### config.mk
export PLATFORM = sky130hd
export DESIGN_NAME = lcd_win_rot_writer
export DESIGN_NICKNAME = d
export VERILOG_FILES = /design/src/rtl/lcdw_pkg.sv /design/src/rtl/lcdw_orient_enc.sv /design/src/rtl/lcdw_window_bytes.sv /design/src/rtl/lcdw_step_ctr.sv /design/src/rtl/lcd_win_rot_writer.sv
export SDC_FILE = /design/constraint.sdc
export NUM_CORES = 1
export LEC_CHECK = 0
export ABC_AREA = 1
export BUFFER_PORTS_ARGS = -buffer_cell sky130_fd_sc_hd__buf_2
export CORE_UTILIZATION = 52
export DETAILED_ROUTE_END_ITERATION = 10
export PLACE_DENSITY = 0.77
export SYNTH_ARGS = -nofsm -noshare
export SYNTH_HDL_FRONTEND = slang
export SYNTH_SLANG_ARGS = --single-unit
### constraint.sdc
create_clock -name clk -period 1.3 [get_ports clk]
set_input_delay 0.065 -clock clk [delete_from_list [all_inputs] [get_ports clk]]
set_output_delay 0.065 -clock clk [all_outputs]
set_load 0.02 [all_outputs]
### src/rtl/lcdw_pkg.sv
package lcdw_pkg;
  localparam int BYTE_W  = 8;
  localparam int COORD_W = 8;
  localparam int IDX_W   = 4;
  localparam int WIN_LEN = 11;
  localparam int ROT_LEN = 2;

  localparam logic [BYTE_W-1:0] OP_COLS  = 8'h2A;
  localparam logic [BYTE_W-1:0] OP_ROWS  = 8'h2B;
  localparam logic [BYTE_W-1:0] OP_WRITE = 8'h2C;
  localparam logic [BYTE_W-1:0] OP_ORIENT = 8'h36;

  typedef enum logic [1:0] {
    MODE_IDLE = 2'd0,
    MODE_WIN  = 2'd1,
    MODE_ROT  = 2'd2
  } mode_e;

  typedef struct packed {
    logic [COORD_W-1:0] xs;
    logic [COORD_W-1:0] xe;
    logic [COORD_W-1:0] ys;
    logic [COORD_W-1:0] ye;
  } window_t;
endpackage

### src/rtl/lcdw_orient_enc.sv
module lcdw_orient_enc
  import lcdw_pkg::*;
(
  input  logic [1:0]        rot_code,
  input  logic              bgr,
  output logic [BYTE_W-1:0] param
);
  logic flip_row, flip_col, swap;

  always_comb begin
    unique case (rot_code)
      2'd0: {flip_row, flip_col, swap} = 3'b000;
      2'd1: {flip_row, flip_col, swap} = 3'b101;
      2'd2: {flip_row, flip_col, swap} = 3'b110;
      default: {flip_row, flip_col, swap} = 3'b011;
    endcase
    param = {flip_row, flip_col, swap, 1'b0, bgr, 3'b000};
  end
endmodule

### src/rtl/lcdw_window_bytes.sv
module lcdw_window_bytes
  import lcdw_pkg::*;
(
  input  logic [IDX_W-1:0]  idx,
  input  window_t           win,
  output logic [BYTE_W-1:0] byte_o,
  output logic              is_cmd
);
  always_comb begin
    is_cmd = 1'b0;
    byte_o = '0;
    unique case (idx)
      4'd0:  begin byte_o = OP_COLS;  is_cmd = 1'b1; end
      4'd2:  byte_o = win.xs;
      4'd4:  byte_o = win.xe;
      4'd5:  begin byte_o = OP_ROWS;  is_cmd = 1'b1; end
      4'd7:  byte_o = win.ys;
      4'd9:  byte_o = win.ye;
      4'd10: begin byte_o = OP_WRITE; is_cmd = 1'b1; end
      default: byte_o = '0;
    endcase
  end
endmodule

### src/rtl/lcdw_step_ctr.sv
module lcdw_step_ctr #(
  parameter int W = 4
) (
  input  logic         clk,
  input  logic         rst_n,
  input  logic         start,
  input  logic         adv,
  input  logic [W-1:0] len,
  output logic [W-1:0] idx,
  output logic         last
);
  always_ff @(posedge clk) begin
    if (!rst_n)      idx <= '0;
    else if (start)  idx <= '0;
    else if (adv)    idx <= last ? '0 : idx + 1'b1;
  end

  assign last = (idx == len - 1'b1);
endmodule

### src/rtl/lcd_win_rot_writer.sv
module lcd_win_rot_writer
  import lcdw_pkg::*;
(
  input  logic               clk,
  input  logic               rst_n,
  input  logic               win_req,
  input  logic [COORD_W-1:0] x_start,
  input  logic [COORD_W-1:0] x_end,
  input  logic [COORD_W-1:0] y_start,
  input  logic [COORD_W-1:0] y_end,
  input  logic               rot_req,
  input  logic [1:0]         rot_code,
  input  logic               bgr,
  output logic               out_valid,
  input  logic               out_ready,
  output logic [BYTE_W-1:0]  out_byte,
  output logic               out_is_cmd,
  output logic               busy,
  output logic               done
);
  localparam logic [IDX_W-1:0] WIN_LEN_V = IDX_W'(WIN_LEN);
  localparam logic [IDX_W-1:0] ROT_LEN_V = IDX_W'(ROT_LEN);

  mode_e              mode;
  window_t            win_q;
  logic [1:0]         rot_q;
  logic               bgr_q;
  logic               accept, hs, last;
  logic [IDX_W-1:0]   idx, len;
  logic [BYTE_W-1:0]  win_byte, orient_param;
  logic               win_cmd;

  assign accept = (mode == MODE_IDLE) && (win_req || rot_req);
  assign hs     = out_valid && out_ready;
  assign len    = (mode == MODE_ROT) ? ROT_LEN_V : WIN_LEN_V;

  always_ff @(posedge clk) begin
    if (!rst_n) begin
      mode  <= MODE_IDLE;
      done  <= 1'b0;
      win_q <= '0;
      rot_q <= '0;
      bgr_q <= 1'b0;
    end else begin
      done <= 1'b0;
      unique case (mode)
        MODE_IDLE: begin
          if (win_req) begin
            mode  <= MODE_WIN;
            win_q <= '{xs: x_start, xe: x_end, ys: y_start, ye: y_end};
          end else if (rot_req) begin
            mode  <= MODE_ROT;
            rot_q <= rot_code;
            bgr_q <= bgr;
          end
        end
        default: begin
          if (hs && last) begin
            mode <= MODE_IDLE;
            done <= 1'b1;
          end
        end
      endcase
    end
  end

  lcdw_step_ctr #(.W(IDX_W)) u_ctr (
    .clk(clk), .rst_n(rst_n), .start(accept), .adv(hs),
    .len(len), .idx(idx), .last(last)
  );

  lcdw_window_bytes u_win (
    .idx(idx), .win(win_q), .byte_o(win_byte), .is_cmd(win_cmd)
  );

  lcdw_orient_enc u_enc (
    .rot_code(rot_q), .bgr(bgr_q), .param(orient_param)
  );

  assign busy      = (mode != MODE_IDLE);
  assign out_valid = busy;

  always_comb begin
    if (mode == MODE_ROT) begin
      out_is_cmd = (idx == '0);
      out_byte   = (idx == '0) ? OP_ORIENT : orient_param;
    end else begin
      out_is_cmd = win_cmd;
      out_byte   = win_byte;
    end
  end
endmodule

* After elaboration in Yosys (flattened, before gate mapping) *
Index checks and enable logic that the tools add are counted.

cells by class
  add/subtract/negate cells = 2
  equal/unequal tests = 11
  muxes and demuxes = 15
  bitwise operators = 2
  reduce and logical (&&, ||, !) cells = 18

operator list
  kind                                                                   number
  8-bit case mux with 7 select lines                                     1
  8-bit two-way mux                                                      2
  4-bit by 3-bit equality test with 1-bit output, second input constant  3
  2-bit OR reduction                                                     5
  4-bit equality test, second input constant                             2
  2-bit two-way mux                                                      4
  4-bit two-way mux                                                      2
  1-bit two-way mux                                                      6
  4-bit by 1-bit adder with 4-bit output, second input constant          1
  2-bit equality test, second input constant                             2
  4-bit by 2-bit equality test with 1-bit output, second input constant  1
  4-bit equality test                                                    1
  2-bit zero test                                                        2
  4-bit zero test                                                        1
  2-bit AND reduction                                                    2
  2-bit nonzero test                                                     2
  4-bit by 1-bit subtractor with 4-bit output, second input constant     1
  1-bit logical AND                                                      3
  3-bit inequality test, second input constant                           1
  3-bit AND reduction                                                    1
  3-bit OR reduction                                                     1
  2-bit by 1-bit equality test with 1-bit output, second input constant  1
  1-bit inverter                                                         2
  1-bit logical OR                                                       1

storage, ports and cells
  register bits = 42
  input port bits = 40
  output and inout port bits = 12
  word-level logic and storage cells = 57

* Depth between registers and ports, before layout *
Gate-level depths: netlist of the first run.

  depth after elaboration = 7
  depth in mapped cells = 9

* Modules after synthesis *
A second synthesis of the first run with hierarchy kept.

second synthesis, totals
  cells, all modules = 363
  area total of the unflattened synthesis = 2451.1 um^2

by module, submodules not included
  module              times used  cells each  area an instance (um^2)
  lcd_win_rot_writer  1           212         1596.5
  lcdw_window_bytes   1           76          389.1
  lcdw_step_ctr       1           59          349.1
  lcdw_orient_enc     1           16          116.4

* Least setup slack after synthesis of the first run *
Ideal clock, no wire load.

  path type = register to output
  start point = register u_ctr.idx[0]
  end point = output out_byte[5]
  arrival time = 1.342 ns
  required time = 1.235 ns
  setup slack = -0.107 ns
  stages on the path, launching flop included = 9
  cell sequence = dfxtp_1 > inv_1 > ha_1 > nand3_1 > inv_1 > nand2_1 > nand2_1 > nor2_1 > a21oi_1

between the ends
  cells in the longest elaborated chain, start to end = 3

ends and longest elaborated chain
  element                                                                         line                                               RTL
  start, declared                                                                 lcdw_step_ctr.sv:9                                 output logic [W-1:0] idx,
  start signal, assigned                                                          lcdw_step_ctr.sv:15                                else if (adv) idx <= last ? '0 : idx + 1'b1;
  4-bit equality test (tied with other cells)                                     lcdw_window_bytes.sv:12                            unique case (idx)
  8-bit case mux with 7 select lines / 8-bit two-way mux (equally long branches)  lcdw_window_bytes.sv:12, lcd_win_rot_writer.sv:86
  8-bit two-way mux *                                                             lcd_win_rot_writer.sv:84                           if (mode == MODE_ROT) begin
  end, declared                                                                   lcd_win_rot_writer.sv:16                           output logic [BYTE_W-1:0] out_byte,

Mark *: on every way between the ends. The rest lies on a longest branch, timed or not.

* Final worst setup path of the first run *
  start point = register u_ctr.idx[1]
  end point = output out_byte[3]

The elaborated chain is that of the path after synthesis.

==> impl_metrics.yaml, run 1 <==
floorplanning:
  rows: 22
  pin_count: 52
  die_w_um: 64.67
  die_h_um: 64.67
  start_util_pct: 54.95
  coreArea_um2: 3716
  die_area_um2: 4182
final_layout:
  final_area_um2: 2910
  fillCellCount: 267
  final_cell_mix: "74 x nor2_1, 58 x nand2_1, 42 x buf_2, 37 x dfxtp_1, 28 x o21ai_0"
  area_growth_pct: 42.52
  final_common_cell: "nor2_1"
  diodes: 0
  nNetsFinal: 428
  final_cells: 429
  drive_gt1_share_pct: 35.70
setup_path:
  critical_path_class: "register to output port"
  cp-start-kind: "register"
  end_kind: "output port"
  cp.arrival_ns: 1.64
  cp_data_required_time_ns: 1.24
  worst-path-max-fanout: 4
global_routing:
  antenna_found_initial: 0
  grt.overflow.total: 0
  grt_pass1_vias: 1949
  grt_usage_pct: 28.25
  grt_pass1_wl_mm: 8.942
  grt_max_degree: 29
cts:
  cts_tree: "yes"
  htree_levels: 2
  cts_hold_buf: 0
  cts_buffer_depth: 2
  clk_pin_slew_worst_paths_ns: 0.08
  cts_buffers: 5
  root_buffer: "clkbuf_8"
  clock_latency_ns: 0.29
  clock-sinks: 42
logic_synthesis:
  async_flop_share_pct: 0
  synth.distinct_cells: 21
  ys_seq_elements: 42
  syn_area_per_cell_um2: 6.587
  syn_inst: 310
  synth_edf_count: 0
  ys.flop_type: "dfxtp_1"
  syn-cell-area_um2: 2042
  yosysSeqAreaShare_pct: 41.18
  synthesis.nets: 357
  yosys_warnings: 0
timing:
  slew_violations: 0
  skew_ns: 0.004140
  rsz0062_at_grt: "yes"
  setup_ws_ns: -0.4080
  hold_viol: 0
  maxSlewHeadroom_pct: 84.96
  fin_crit_sh_pct: 131.4
  worst_slew_pin_slew_ns: 0.2249
  setup_viol: 11
  fmax_mhz: 585.5
  min_period_ns: 1.708
placed_design:
  place_hpwl_mm: 3.619
  port_buffers: 51
  place_area_um2: 2441
  place.gp.congestion: 0.9440
  place_inst: 412
drt:
  initialDrtViolationCount: 199
  via_count: 2264
  routed_wirelength_mm: 5.865
  drc: 0
  wire_per_inst_um: 13.67
  antenna_left: 0
  drt_first_pass_iters: 4
  vias_per_cell: 5.277
pwr:
  p_leak_nw: 1.342
  power.density_nw_per_um2: 1497
  ir_drop_v: 0.0009346
run_status:
  violations: "negative setup slack"
  run_status: "finished with violations"
run:
  cap_violations: 0
worst_hold_path:
  hp-class: "primary input to register"
-- synthesized netlist by cell type, types with 3 or more instances --
library cell	number	area (um^2)
a21oi_1	10	50.05
clkbuf_1	7	26.28
dfxtp_1	42	840.8
ha_1	7	87.58
inv_1	26	97.59
nand2_1	66	247.7
nand3_1	14	70.07
nand4_1	3	18.77
nor2_1	80	300.3
o21ai_0	41	205.2
-- power breakdown --
part / switching (mW) / internal (mW) / leakage [nW]
clock network: 0.435 / 0.614 / 0.0573
logic: 0.944 / 0.682 / 0.934
registers: 0.161 / 1.52 / 0.350
total: 1.54 / 2.82 / 1.34
-- path summary, 6_finish.rpt --
check | end | cells after the start | slack (ns) | startpoint
min reg2reg | bgr_q | 2 | 0.46 | bgr_q
max | out_byte[3] | 9 | -0.41 | u_ctr.idx[1]
min | win_q[15] | 3 | 0.007 | y_start[7]
max reg2reg | u_ctr.idx[3] | 7 | -0.11 | u_ctr.idx[2]
-- kinds of logic after synthesis --
kind of cell	synth area share (%)
AND/OR/NAND/NOR	32.91
AO/OA/AOI/OAI	12.75
flip-flops	41.18
buffers and inverters	8.027
adder cells (fa/ha/maj)	4.289
XOR/XNOR	0.8580
-- cell type report --
| cell class | count | area [um^2] | area share (%) |
|---|---|---|---|
| inverters | 27 | 122.6 | 4.213 |
| well taps | 48 | 60.06 | 2.064 |
| clock buffers | 6 | 82.58 | 2.837 |
| flip-flops and latches | 42 | 857.1 | 29.45 |
| clock inverters | 1 | 30.03 | 1.032 |
| repair buffers | 76 | 528.0 | 18.14 |
| multi-input cells | 229 | 1230 | 42.26 |
-- state kept, by name, summed over array words and instances (netlist names) --
signal     flops
done           1
mode           2
win_q         32
bgr_q          1
rot_q          2
u_ctr.idx      4
-- per-layer routing --
layer	part of all wire, %	vias to the layer above	GRT usage [%]
met5	0	-	0
met2	47	109	45.39
met4	5.1	0	17.22
li1	-	1121	-
met1	40	998	34.02
met3	7.9	36	6.514
-- through the flow --
stage,setup WS (ns),total power [mW],util (%),hold WS (ns),setup TNS (ns)
finish,-0.4080,4.356,78.32,0.007457,-3.127
global route,-0.4713,4.611,78.32,0.01344,-3.854
CTS,-0.3304,4.112,72.90,0.009531,-2.680
detailed placement,-0.2226,2.961,65.69,0.3181,-1.355
global placement,-0.1344,2.934,65.69,0.3120,-0.9646
floorplan,0.002994,2.522,-,0.2300,0
-- worst max-delay path: stages (launching register included) --
cell and delay [ns]:
dfxtp_4 0.41, inv_4 0.06, ha_4 0.17, nand2_2 0.11
inv_1 0.08, nor2_1 0.16, nand2_1 0.08, nand2_1 0.07
nand2_1 0.07, buf_6 0.13
-- timing repair --
| action | CTS | global route |
|---|---|---|
| resized for setup | 47 | 51 |
| endpoints found under the setup margin | 17 | 29 |
| pin swaps | 3 | 15 |
| setup buffers | 2 | 8 |
Power figures use the tool's default switching activity.
==> inputs of run 2 (changes only) <==
- CORE_UTILIZATION: 52 -> 55
- CTS_BUF_LIST: unset -> sky130_fd_sc_hd__clkbuf_8
- PLACE_DENSITY: 0.77 -> 0.81
==> impl_metrics.yaml, run 2 (synthesis gave the netlist of run 1 again) <==
timing:
  maxSlewHeadroom_pct: 81.77
  rsz0062_at_grt: "yes"
  worst_slew_pin_slew_ns: 0.2707
  skew_ns: 0.009006
  setup_ws_ns: -0.4932
  min_period_ns: 1.793
  slew_violations: 0
  hold_viol: 0
  fin_crit_sh_pct: 137.9
  setup_viol: 17
  fmax_mhz: 557.7
setup_path:
  cp-start-kind: "register"
  critical_path_class: "register to output port"
  startpoint: "u_ctr.idx[1]"
  end_kind: "output port"
  crit_family: "simple AND/OR/NAND/NOR gates"
  crit_buf_inv: 2
  cp.arrival_ns: 1.73
  cp_common_cell: "nand2_1"
  r2r-start: "u_ctr.idx[2]"
  worst-path-max-fanout: 4
  cp_data_required_time_ns: 1.24
  crit_slowest_cell: "dfxtp_4"
  max_stage_delay_ns: 0.39
  path_cells: "inv_6 > ha_4 > nand3_4 > o21ai_1 > nor2_1 > nand2_1 > nand2_1 > nand2_1 > buf_6"
pwr:
  ir_drop_v: 0.001035
  power.density_nw_per_um2: 1418
  p_leak_nw: 1.367
global_routing:
  grt_max_degree: 29
  grt.overflow.total: 0
  grt_usage_pct: 34.55
  grt_pass1_wl_mm: 10.49
  antenna_found_initial: 0
  grt_pass1_vias: 2265
run:
  cap_violations: 0
cts:
  clock-sinks: 42
  cts_buffer_depth: 2
  root_buffer: "clkbuf_8"
  clock_latency_ns: 0.29
  cts_tree: "yes"
  cts_buffers: 5
  cts_hold_buf: 0
  htree_levels: 2
  clk_pin_slew_worst_paths_ns: 0.08
final_layout:
  area_growth_pct: 44.36
  drive_gt1_share_pct: 37.56
  diodes: 0
  final_common_cell: "nor2_1"
  largest_register_ffs: 32
  top_regs: "win_q (32), u_ctr.idx (4)"
  largest_register: "win_q"
  fin_util_pct: 85.64
  fillCellCount: 205
  final_cell_mix: "70 x nor2_1, 54 x nand2_1, 42 x buf_2, 37 x dfxtp_1, 34 x o21ai_0"
  final_area_um2: 2948
  nNetsFinal: 433
placed_design:
  port_buffers: 51
  place_hpwl_mm: 3.899
  place.gp.congestion: 0.9542
  place_area_um2: 2494
drt:
  vias_per_cell: 5.769
  via_count: 2492
  wire_per_inst_um: 16.60
  drt_first_pass_iters: 9
  routed_wirelength_mm: 7.170
  drc: 0
  initialDrtViolationCount: 282
  antenna_left: 0
run_status:
  run_status: "finished with violations"
  violations: "negative setup slack"
floorplanning:
  rows: 21
  die_area_um2: 3960
  die_h_um: 62.93
  pin_count: 52
  coreArea_um2: 3442
  die_w_um: 62.93
  start_util_pct: 59.32
worst_hold_path:
  hp-class: "primary input to register"
  hp-start: "y_end[1]"
run 2: per-layer routing:
metal	up-vias	wire length (um)	global-route usage, %
met2	194	3466	61.16
met5	-	0	0
met3	74	645	9.854
li1	1124	-	-
met4	0	463	14.53
met1	1100	2594	38.06
run 2: final timing paths:
path / to / cells after the start / slack [ns]
worst min register to register: bgr_q / 2 / 0.45
worst max register to register: u_ctr.idx[3] / 6 / -0.09
worst max-delay path: out_byte[3] / 9 / -0.49
worst min-delay path: win_q[1] / 3 / 0.02
run 2: repair_timing:
action	in CTS	in global routing
resized for setup	72	34
endpoints found under the setup margin	14	33
hold endpoints to repair	0	0
cloned	0	0
buffers inserted	5	3
pin swaps	17	22
run 2: worst min-delay path, stage by stage:
cell and delay [ns]:
buf_2 0.07, o21ai_0 0.07, nor2_1 0.07
run 2: power by group:
part	switching, mW	total (mW)	internal, mW
sequential	0.181	1.70	1.52
clock	0.413	0.767	0.354
combinational	1.02	1.71	0.688
total	1.62	4.18	2.56
run 2: layout make-up:
type / instances / area, um^2 / area share (%)
Timing Repair Buffer: 81 / 564.3 / 19.14
Sequential cell: 42 / 857.1 / 29.07
Clock inverter: 2 / 7.507 / 0.2547
Clock buffer: 5 / 68.82 / 2.334
Tap cell: 46 / 57.56 / 1.952
Multi-Input combinational cell: 229 / 1265 / 42.91
Inverter: 27 / 127.6 / 4.329
run 2: stage by stage:
step	worst slack, ns	instances	hold WS (ns)	setup TNS [ns]	total power [mW]
2_1_floorplan	0.002994	310	0.2300	0	2.522
4_1_cts	-0.3299	430	0.02170	-2.703	3.943
5_1_grt	-0.5932	432	0.02946	-4.984	4.393
6_report	-0.4932	432	0.01628	-3.926	4.179
3_3_place_gp	-0.1171	419	0.3090	-0.8052	2.980
3_5_place_dp	-0.1862	419	0.3176	-1.331	3.018
==> inputs of run 3 (changes only) <==
- HOLD_SLACK_MARGIN: unset -> 0.12
==> impl_metrics.yaml, run 3 <==
logic_synthesis:
  netlist_top_cells_count: "80 x nor2_1, 66 x nand2_1, 42 x dfxtp_1, 41 x o21ai_0, 26 x inv_1"
  yosys-top-cells-area: "dfxtp_1 41%, nor2_1 15%, nand2_1 12%, o21ai_0 10%, inv_1 4.8%"
  synth.distinct_cells: 21
  ys_seq_elements: 42
  async_flop_share_pct: 0
  syn_area_per_cell_um2: 6.587
  syn_inst: 310
  yosysMostFrequentCell: "nor2_1"
  synth_edf_count: 0
  yosysSeqAreaShare_pct: 41.18
  yosys_warnings: 0
  ys.flop_type: "dfxtp_1"
  synth_top_cell_by_area: "dfxtp_1"
  synthesis.nets: 357
  synth_top_area_share_pct: 41.18
  syn-cell-area_um2: 2042
floorplanning:
  rows: 21
  pin_count: 52
  start_util_pct: 59.32
  die_w_um: 62.93
  die_h_um: 62.93
placed_design:
  place_inst: 419
  port_buffers: 51
  preCtsSetupSlack_ns: -0.1862
  place.gp.congestion: 0.9542
  place_hpwl_mm: 3.899
run_status:
  error_line: "[ERROR DPL-0038] Utilization greater than 100%, impossible to legalize"
  lastStage: "global routing (5_1_grt)"
  run_status: "did not finish"
timing:
  endpoint_type: "output port"
  crit_endpoint: "out_byte[4]"
cts:
  root_buffer: "clkbuf_8"
  htree_levels: 2
  clock-sinks: 42
  cts_buffer_depth: 2
  cts_buffers: 5
global_routing:
  grt_max_degree: 29
==> run 3: cell families after synthesis <==
group | count (synthesis) | share of synthesized area, %
xor gates and xnor gates | 2 | 0.8580
AOI/OAI and AO/OA | 52 | 12.75
adders and majority gates | 7 | 4.289
buffers and inverters | 39 | 8.027
and+or+nand+nor | 168 | 32.91
DFF | 42 | 41.18
==> run 3: repair_timing <==
item | in CTS
endpoints found under the setup margin | 14
resized for setup | 72
hold endpoints to repair | 36
pin swaps | 17
buffers inserted | 5
hold buffers | 36
==> run 3: through the flow <==
stage | instance area (um^2) | hold WS [ns] | utilization [%]
after CTS | 3189 | 0.1412 | 92.66
after global placement | 2494 | 0.3090 | 72.45
after detailed placement | 2494 | 0.3176 | 72.45
after floorplan | 2051 | 0.2300 | -
==> inputs of run 4 (changes only) <==
- CORE_UTILIZATION: 55 -> 40
- CTS_BUF_LIST: sky130_fd_sc_hd__clkbuf_8 -> unset
- HOLD_SLACK_MARGIN: 0.12 -> unset
- PLACE_DENSITY: 0.81 -> unset
- PLACE_DENSITY_LB_ADDON: unset -> 0.15
==> impl_metrics.yaml, run 4 (synthesis gave the netlist of run 1 again) <==
final_layout:
  largest_register: "win_q"
  nNetsFinal: 430
  diodes: 0
  final_common_cell: "nor2_1"
  final_cell_mix: "70 x nor2_1, 52 x nand2_1, 42 x buf_2, 38 x dfxtp_1, 36 x o21ai_0"
  area_growth_pct: 47.79
  fin_util_pct: 62.65
  drive_gt1_share_pct: 37.24
  fillCellCount: 465
  largest_register_ffs: 32
  top_regs: "win_q (32), u_ctr.idx (4)"
setup_path:
  max_stage_delay_ns: 0.38
  path_cells: "buf_6 > ha_4 > nand3_4 > o21ai_1 > nor2_1 > nand2_1 > nand2_1 > nand2_1 > buf_6"
  reg2reg_to: "u_ctr.idx[3]"
  reg2reg_depth: 9
  r2r-start: "u_ctr.idx[2]"
  critical_path_class: "register to output port"
  cp-start-kind: "register"
  crit_slowest_cell: "dfxtp_4"
  end_kind: "output port"
  cp.arrival_ns: 1.60
  crit_family: "simple AND/OR/NAND/NOR gates"
  crit_buf_inv: 2
  cp_data_required_time_ns: 1.24
  cp_common_cell: "nand2_1"
  worst-path-max-fanout: 3
  reg2reg_setup_slack_ns: -0.28
timing:
  worst_slew_pin_slew_ns: 0.2371
  maxSlewHeadroom_pct: 84.03
  hold_viol: 0
  min_period_ns: 1.667
  fmax_mhz: 600.0
  skew_ns: 0.002146
  rsz0062_at_grt: "yes"
  slew_violations: 0
  fin_crit_sh_pct: 128.2
  whs_ns: 0.01231
  setup_ws_ns: -0.3667
  setup_viol: 16
  tns_ns: -3.908
cts:
  clk_pin_slew_worst_paths_ns: 0.08
  root_buffer: "clkbuf_8"
  clock_latency_ns: 0.30
  cts_hold_buf: 0
  cts_buffers: 5
  cts_buffer_depth: 2
  cts_tree: "yes"
  htree_levels: 2
  clock-sinks: 42
drt:
  via_count: 2103
  drt_first_pass_iters: 4
  antenna_left: 0
  drc: 0
  wire_per_inst_um: 12.31
  vias_per_cell: 4.663
  initialDrtViolationCount: 78
  routed_wirelength_mm: 5.552
placed_design:
  place.gp.congestion: 0.9107
  place_hpwl_mm: 3.827
  port_buffers: 51
global_routing:
  grt.overflow.total: 0
  grt_max_degree: 35
  grt_pass1_wl_mm: 8.811
  grt_pass1_vias: 1895
  antenna_found_initial: 0
  grt_usage_pct: 21.48
worst_hold_path:
  hold_depth: 3
  hp-start: "x_start[3]"
  worst_hold_path.endpoint: "win_q[27]"
  hp-class: "primary input to register"
floorplanning:
  die_w_um: 73.45
  die_h_um: 73.45
  rows: 25
  start_util_pct: 42.39
  pin_count: 52
  die_area_um2: 5395
  coreArea_um2: 4817
pwr:
  p_int_mw: 2.591
  p_seq_share_pct: 40.5
  ir_drop_v: 0.0007691
  switchingPower_mw: 1.556
  switching_share_pct: 37.52
  comb_power_share_pct: 39.1
  p_leak_nw: 1.358
  clkPwrFrac_pct: 20.4
  p_total_mw: 4.147
  power.density_nw_per_um2: 1374
run:
  cap_violations: 0
run_status:
  violations: "negative setup slack"
  run_status: "finished with violations"
## run 4: routing by layer
layer  routed length, um  track usage, %  part of all wire [%]  vias to the layer above
met5                   0               0                     0                        -
met4                  71           7.265                   1.3                        0
met3                 180           4.252                   3.2                        9
met2                2761           36.09                    50                       43
met1                2539           27.41                    46                      928
li1                    -               -                     -                     1123
## run 4: worst max path at each step
stage,start,cells after the start,to,slack [ns]
6_report,u_ctr.idx[1],9,out_byte[3],-0.37
5_1_grt,u_ctr.idx[0],11,out_byte[3],-0.50
4_1_cts,u_ctr.idx[1],8,out_byte[5],-0.32
3_5_place_dp,u_ctr.idx[0],9,out_byte[2],-0.17
3_3_place_gp,u_ctr.idx[0],9,out_byte[2],-0.14
2_1_floorplan,u_ctr.idx[0],8,out_byte[2],0.003
## run 4: final cells by class
| type | count | area [um^2] | share of cell area, % |
|---|---|---|---|
| multi-input combinational | 229 | 1294 | 42.87 |
| sequential | 42 | 855.8 | 28.36 |
| timing repair buffer | 78 | 569.3 | 18.86 |
| inverter | 27 | 125.1 | 4.146 |
| tap | 67 | 83.83 | 2.778 |
| clock buffer | 5 | 68.82 | 2.280 |
| clock inverter | 3 | 21.27 | 0.7048 |
## run 4: through the flow
stage          setup WS (ns)  instances  instance area (um^2)
2_1_floorplan       0.002994        310                  2051
6_report             -0.3667        451                  3018
5_1_grt              -0.5016        451                  3018
3_3_place_gp         -0.1416        435                  2495
4_1_cts              -0.3243        447                  2874
3_5_place_dp         -0.1696        435                  2495
## run 4: repair_timing
item / CTS / global route
buffers inserted: 4 / 4
resized for setup: 81 / 30
pin swaps: 20 / 19
setup endpoints to repair: 15 / 15
## run 4: tightest hold or removal path, delay by kind of cell
family | cells | cell delay [ns]
AOI/OAI and AO/OA | 1 | 0.07
buffers and inverters | 1 | 0.07
and+or+nand+nor | 1 | 0.07
## run 4: power groups by stage
stage | logic, mW | registers (mW) | clock network [mW]
global placement | 1.30 | 1.69 | 0
global route | 1.80 | 1.71 | 0.925
CTS | 1.54 | 1.67 | 0.860
floorplan | 0.875 | 1.65 | 0
detailed placement | 1.32 | 1.69 | 0
finish | 1.62 | 1.68 | 0.845
